`src/rtl/dsm_ti_pkg.sv`:
```
`timescale 1ns/1ps
package dsm_ti_pkg;

  typedef enum logic [1:0] {
    MODE_LP  = 2'd0,
    MODE_BP  = 2'd1,
    MODE_HP  = 2'd2,
    MODE_LP2 = 2'd3
  } nsh_mode_e;

  // first-tap control: a1 is 0 or +/-2, a2 is always -1
  typedef struct packed {
    logic tap1_on;
    logic tap1_neg;
  } efb_coef_t;

  function automatic efb_coef_t coef_of(nsh_mode_e m);
    efb_coef_t c;
    case (m)
      MODE_BP: begin c.tap1_on = 1'b0; c.tap1_neg = 1'b0; end
      MODE_HP: begin c.tap1_on = 1'b1; c.tap1_neg = 1'b1; end
      default: begin c.tap1_on = 1'b1; c.tap1_neg = 1'b0; end
    endcase
    return c;
  endfunction

endpackage

```
`src/rtl/dsm_fb_shift.sv`:
```
`timescale 1ns/1ps
module dsm_fb_shift
  import dsm_ti_pkg::*;
#(
  parameter int EW = 11,
  parameter int AW = 19
) (
  input  logic [1:0]           mode_i,
  input  logic [EW-1:0]        e1_i,
  input  logic [EW-1:0]        e2_i,
  output logic signed [AW-1:0] fb_o
);
  function automatic logic signed [AW-1:0] widen(input logic [EW-1:0] e);
    return $signed({{(AW-EW){1'b0}}, e});
  endfunction

  efb_coef_t              coef;
  logic signed [AW-1:0]   e1x, e2x, dbl1, tap1;

  always_comb begin
    coef = coef_of(nsh_mode_e'(mode_i));
    e1x  = widen(e1_i);
    e2x  = widen(e2_i);
    dbl1 = e1x <<< 1;
    if (!coef.tap1_on)      tap1 = '0;
    else if (coef.tap1_neg) tap1 = -dbl1;
    else                    tap1 = dbl1;
    fb_o = tap1 - e2x;
  end
endmodule

```
`src/rtl/dsm_quant.sv`:
```
`timescale 1ns/1ps
module dsm_quant #(
  parameter int AW  = 19,
  parameter int LSB = 11
) (
  input  logic signed [AW-1:0]     sum_i,
  output logic signed [AW-LSB-1:0] code_o,
  output logic [LSB-1:0]           err_o
);
  // floor truncation: code*2^LSB + err == sum, err unsigned
  always_comb begin
    code_o = sum_i[AW-1:LSB];
    err_o  = sum_i[LSB-1:0];
  end
endmodule

```
`src/rtl/dsm_lane.sv`:
```
`timescale 1ns/1ps
module dsm_lane #(
  parameter int DW  = 16,
  parameter int AW  = 19,
  parameter int LSB = 11
) (
  input  logic [1:0]               mode_i,
  input  logic [DW-1:0]            x_i,
  input  logic [LSB-1:0]           e1_i,
  input  logic [LSB-1:0]           e2_i,
  output logic signed [AW-1:0]     fb_o,
  output logic signed [AW-LSB-1:0] code_o,
  output logic [LSB-1:0]           err_o
);
  logic signed [AW-1:0] x_ext, sum;

  dsm_fb_shift #(.EW(LSB), .AW(AW)) u_fb (
    .mode_i (mode_i),
    .e1_i   (e1_i),
    .e2_i   (e2_i),
    .fb_o   (fb_o)
  );

  always_comb begin
    x_ext = $signed({{(AW-DW){x_i[DW-1]}}, x_i});
    sum   = x_ext + fb_o;
  end

  dsm_quant #(.AW(AW), .LSB(LSB)) u_q (
    .sum_i  (sum),
    .code_o (code_o),
    .err_o  (err_o)
  );
endmodule

```
`src/rtl/dsm_ti_mod.sv`:
```
`timescale 1ns/1ps
module dsm_ti_mod
  import dsm_ti_pkg::*;
#(
  parameter int LANES = 4,
  parameter int DW    = 16,
  parameter int QW    = 5,
  parameter int GUARD = 3
) (
  input  logic                        clk_i,
  input  logic                        rst_i,
  input  logic [1:0]                  mode_i,
  input  logic [LANES*DW-1:0]         samp_i,
  output logic [LANES*(QW+GUARD)-1:0] code_o
);
  localparam int LSB = DW - QW;
  localparam int AW  = DW + GUARD;
  localparam int OW  = AW - LSB;
  localparam int EMAX_I  = (2**LSB) - 1;
  localparam int CMAX_I  = ((2**(DW-1)) - 1 + 2*EMAX_I) / (2**LSB);
  localparam int CMIN_I  = -((2**(DW-1)) + 3*EMAX_I + (2**LSB) - 1) / (2**LSB);
  localparam logic signed [OW-1:0] CODE_MAX = OW'(CMAX_I);
  localparam logic signed [OW-1:0] CODE_MIN = OW'(CMIN_I);
  localparam logic signed [AW-1:0] FB_M1 = AW'(EMAX_I);
  localparam logic signed [AW-1:0] FB_M2 = AW'(2*EMAX_I);
  localparam logic signed [AW-1:0] FB_M3 = AW'(3*EMAX_I);

  logic [1:0]           mode_q;
  logic [LSB-1:0]       hist1_q, hist2_q;
  logic [LANES*OW-1:0]  code_q;
  logic                 mode_chg;
  logic [LSB-1:0]       prev1, prev2;

  logic [LSB-1:0]       e1_w   [LANES];
  logic [LSB-1:0]       e2_w   [LANES];
  logic [LSB-1:0]       err_w  [LANES];
  logic signed [AW-1:0] fb_w   [LANES];
  logic signed [OW-1:0] code_w [LANES];

  // mode change: prior errors of the new block are zero
  always_comb begin
    mode_chg = (mode_i != mode_q);
    prev1    = mode_chg ? '0 : hist1_q;
    prev2    = mode_chg ? '0 : hist2_q;
  end

  for (genvar k = 0; k < LANES; k++) begin : g_lane
    if (k == 0) begin : g_first
      assign e1_w[k] = prev1;
      assign e2_w[k] = prev2;
    end else if (k == 1) begin : g_second
      assign e1_w[k] = err_w[0];
      assign e2_w[k] = prev1;
    end else begin : g_rest
      assign e1_w[k] = err_w[k-1];
      assign e2_w[k] = err_w[k-2];
    end

    dsm_lane #(.DW(DW), .AW(AW), .LSB(LSB)) u_lane (
      .mode_i (mode_i),
      .x_i    (samp_i[k*DW +: DW]),
      .e1_i   (e1_w[k]),
      .e2_i   (e2_w[k]),
      .fb_o   (fb_w[k]),
      .code_o (code_w[k]),
      .err_o  (err_w[k])
    );

    // low-pass coefficients bound the feedback to [-M, 2M]
    a_r3_lp_fb_range: assert property (@(posedge clk_i) disable iff (rst_i)
      (mode_i == 2'd0 || mode_i == 2'd3) |-> (fb_w[k] >= -FB_M1 && fb_w[k] <= FB_M2));
    // band-pass feedback is -e[n-2] only
    a_r4_bp_fb_range: assert property (@(posedge clk_i) disable iff (rst_i)
      (mode_i == 2'd1) |-> (fb_w[k] >= -FB_M1 && fb_w[k] <= 0));
    // high-pass feedback lies in [-3M, 0]
    a_r5_hp_fb_range: assert property (@(posedge clk_i) disable iff (rst_i)
      (mode_i == 2'd2) |-> (fb_w[k] >= -FB_M3 && fb_w[k] <= 0));
    // registered codes never wrap
    a_r10_code_range: assert property (@(posedge clk_i) disable iff (rst_i)
      ($signed(code_q[k*OW +: OW]) >= CODE_MIN && $signed(code_q[k*OW +: OW]) <= CODE_MAX));
  end

  always_ff @(posedge clk_i) begin
    if (rst_i) begin
      mode_q  <= 2'd0;
      hist1_q <= '0;
      hist2_q <= '0;
      code_q  <= '0;
    end else begin
      mode_q  <= mode_i;
      hist1_q <= err_w[LANES-1];
      hist2_q <= err_w[LANES-2];
      for (int k = 0; k < LANES; k++) code_q[k*OW +: OW] <= code_w[k];
    end
  end

  assign code_o = code_q;

  // lane 0 sample alone, truncated: the expected first code after a mode change
  logic signed [AW-1:0] x0_ext;
  logic signed [OW-1:0] x0_code;
  always_comb begin
    x0_ext  = $signed({{(AW-DW){samp_i[DW-1]}}, samp_i[DW-1:0]});
    x0_code = x0_ext[AW-1:LSB];
  end

  a_r8_mode_clear: assert property (@(posedge clk_i) disable iff (rst_i)
    mode_chg |=> ($signed(code_q[OW-1:0]) == $past(x0_code)));

  a_r7_block_carry: assert property (@(posedge clk_i) disable iff (rst_i)
    (!mode_chg && !$past(rst_i)) |->
      (e1_w[0] == $past(err_w[LANES-1]) && e2_w[0] == $past(err_w[LANES-2])));
endmodule

```
`config.mk`:
```
export PLATFORM = sky130hd
export DESIGN_NAME = dsm_ti_mod
export DESIGN_NICKNAME = d
export VERILOG_FILES = /design/src/rtl/dsm_ti_pkg.sv /design/src/rtl/dsm_fb_shift.sv /design/src/rtl/dsm_quant.sv /design/src/rtl/dsm_lane.sv /design/src/rtl/dsm_ti_mod.sv
export SDC_FILE = /design/constraint.sdc
export NUM_CORES = 1
export LEC_CHECK = 0
export ABC_AREA = 1
export BUFFER_PORTS_ARGS = -buffer_cell sky130_fd_sc_hd__buf_2
export CORE_AREA = 5 5 119 177
export CTS_BUF_LIST = sky130_fd_sc_hd__clkbuf_4 sky130_fd_sc_hd__clkbuf_8
export DETAILED_ROUTE_END_ITERATION = 10
export DIE_AREA = 0 0 124 182
export GPL_ROUTABILITY_DRIVEN = 0
export PLACE_DENSITY = 0.66
export SLEW_MARGIN = 20
export SYNTH_ARGS = -nofsm -noshare
export SYNTH_HDL_FRONTEND = slang
export SYNTH_SLANG_ARGS = --single-unit
```
`constraint.sdc`:
```
create_clock -name clk_i -period 17.7 [get_ports clk_i]
set_clock_uncertainty 0.15 [all_clocks]
set_input_delay 0.885 -clock clk_i [delete_from_list [all_inputs] [get_ports clk_i]]
set_output_delay 0.885 -clock clk_i [all_outputs]
set_load 0.01 [all_outputs]
```
==> flow_summary.json <==
{
  "cts_root_buf": "clkbuf_8",
  "holdPathStages": 3,
  "ys_ff_latch": 56,
  "cts_sinks": 56,
  "ctsLongestPathBuffers": 2,
  "grt-ovfl-total": 0,
  "drc": 0,
  "cp.arrival_ns": 10.23,
  "yosys_warnings": 0,
  "finalCriticalPeriod_ns": 10.09,
  "final_common_cell": "inv_1",
  "fillCellCount": 2122,
  "grt_pass1_vias": 8712,
  "postRouteAntennaNets": 0,
  "drv_cap": 0,
  "synth_edf_count": 0,
  "cp-end-kind": "flop",
  "clkTransAtPathRegs_ns": 0.13,
  "die-area_mm2": 0.02257,
  "max_freq_mhz": 99.07,
  "max_stage_delay_ns": 0.48,
  "drt_iter0_markers": 489,
  "fin_nets": 1692,
  "numCtsBuffers": 5,
  "maxSlewViolCount": 0,
  "hold_viol_final": 0,
  "critPathMaxFanout": 57,
  "grt_pass1_wl_mm": 41.47,
  "relSlewSlack_pct": 56.03,
  "hp-start": "mode_i[0]",
  "path_class": "in -> reg",
  "synth.area.top_cells": "ha_1, inv_1, dfxtp_1, nand2_1, fa_1",
  "r2r_slack_ns": 8.21,
  "rows": 63,
  "die_h_um": 182,
  "crit_top_cell": "nand2_1",
  "num_vias": 8832,
  "synth_cell_types": 43,
  "start_kind": "input pin",
  "ff2ff_path_depth": 55,
  "clk_latency_ns": 0.38,
  "layout_common_cells": "inv_1, nand2_1, a21oi_1",
  "cts_hold_repair.buffers": 0,
  "grt_max_degree": 58,
  "cp.required_ns": 17.84,
  "cts_tree": "yes",
  "synth_top_cell_area_share_pct": 15.37,
  "hold_path_class": "in -> reg",
  "core-area_mm2": 0.01947,
  "synthCells": 1384,
  "antenna_found_initial": 0,
  "syn_nets": 1600,
  "cts_setup_buffers": 0,
  "multiInputGateArea_mm2": 0.006116,
  "rsz0062_at_grt": "no",
  "yosys.area.top_type": "ha_1",
  "initial_core_util_pct": 43.89,
  "whs_endpoint": "mode_q[0]",
  "syn-cell-area_mm2": 0.008546,
  "post_cts_resized": 0,
  "ys_seq_area_share_pct": 13.12,
  "seqCellArea_mm2": 0.001121,
  "postSynthAreaPerCell_um2": 6.175,
  "port_buffers": 99,
  "drive_gt1_share_pct": 10.83,
  "num_antenna_cells": 0,
  "cts_max_level": 2,
  "dp_hpwl_mm": 21.91,
  "die_w_um": 124,
  "areaGrowthSynthToFinish_pct": 10.31,
  "finalSetupTns_ns": 0,
  "status": "complete, no violations",
  "critPathBufInv": 12,
  "drt-total-wl_mm": 25.74,
  "reg2reg_to": "code_o[31]",
  "crit_slowest_cell": "buf_4",
  "setup-violations-final": 0,
  "ys_async_sr_fraction_pct": 0,
  "io_pins": 100,
  "path_delay_family": "simple AND/OR/NAND/NOR gates",
  "rr_startpoint": "mode_q[1]",
  "period_share_pct": 57.03,
  "synth_ff_type": "dfxtp_1",
  "grtUsageTotal_pct": 23.49,
  "route.detailed.wl_per_inst_um": 14.82,
  "worst_pin_slew_ns": 0.6595,
  "via_per_inst": 5.085,
  "first_pass_iters": 5
}
==> layer usage <==
metal / vias to the layer above / track usage [%] / part of all wire, %
li1: 4557 / - / -
met1: 3965 / 24.40 / 36
met2: 231 / 43.21 / 53
met3: 79 / 2.680 / 4.0
met4: 0 / 15.22 / 7.1
met5: - / 0 / 0
==> tightest hold or removal path, delay by kind of cell <==
kind,cells,cell delay [ns]
buffers and inverters,2,0.20
AND/OR/NAND/NOR,1,0.04
==> Yosys cell counts, drive strengths merged (5+ instances only) <==
cell,number
fa,43
xnor2,5
nor2,120
nand2,311
inv,329
nand4,18
clkbuf,10
ha,105
buf,7
o21ai,101
o31ai,7
o21a,6
nor3,12
dfxtp,56
a21oi,122
nand3b,8
nand3,92
==> registers in the layout, indices dropped and copies added, names as in the netlist <==
signal / count
mode_q: 2
code_o: 32
hist2_q: 11
hist1_q: 11
==> per-stage QoR <==
| stage | area, µm² | setup slack (ns) | cells | util, % | hold slack (ns) |
|---|---|---|---|---|---|
| after floorplan | 8546 | 8.987 | 1384 | - | 0.6558 |
| after global placement | 9324 | 7.359 | 1729 | 47.89 | 0.7678 |
| after detailed placement | 9324 | 7.305 | 1729 | 47.89 | 0.8149 |
| after CTS | 9427 | 7.655 | 1737 | 48.42 | 0.6281 |
| after global routing | 9427 | 6.649 | 1737 | 48.42 | 0.6637 |
| final | 9427 | 7.606 | 1737 | 48.42 | 0.6416 |
==> kinds of logic (layout without fill, tap and decap cells) <==
logic type,Yosys count,after routing,synth area share [%]
AND/OR/NAND/NOR,570,570,29.21
buffers and inverters,347,440,15.40
AO/OA/AOI/OAI,254,254,15.90
adder cells (fa/ha/maj),148,148,25.45
XOR/XNOR,9,9,0.9223
flip-flops,56,56,13.12
==> how the worst max path moves through the flow <==
stage	from	endpoint	slack, ns	cells after the start
final	mode_i[1]	code_o[31]	7.61	56
after global routing	mode_i[1]	code_o[31]	6.65	57
after CTS	mode_i[1]	code_o[31]	7.65	56
after detailed placement	mode_i[1]	code_o[31]	7.30	56
after global placement	mode_i[1]	code_o[31]	7.36	54
after floorplan	mode_i[1]	code_o[27]	8.99	54
==> layout make-up <==
class	count	area share, %
Inverter	330	13.19
Multi-Input combinational cell	981	64.88
Sequential cell	56	11.89
Timing Repair Buffer	102	5.495
Clock inverter	3	0.3584
Clock buffer	5	0.7300
Tap cell	260	3.451
Power is not shown: default switching activity piles up to over one toggle a cycle in this logic, so the estimate is an artifact.
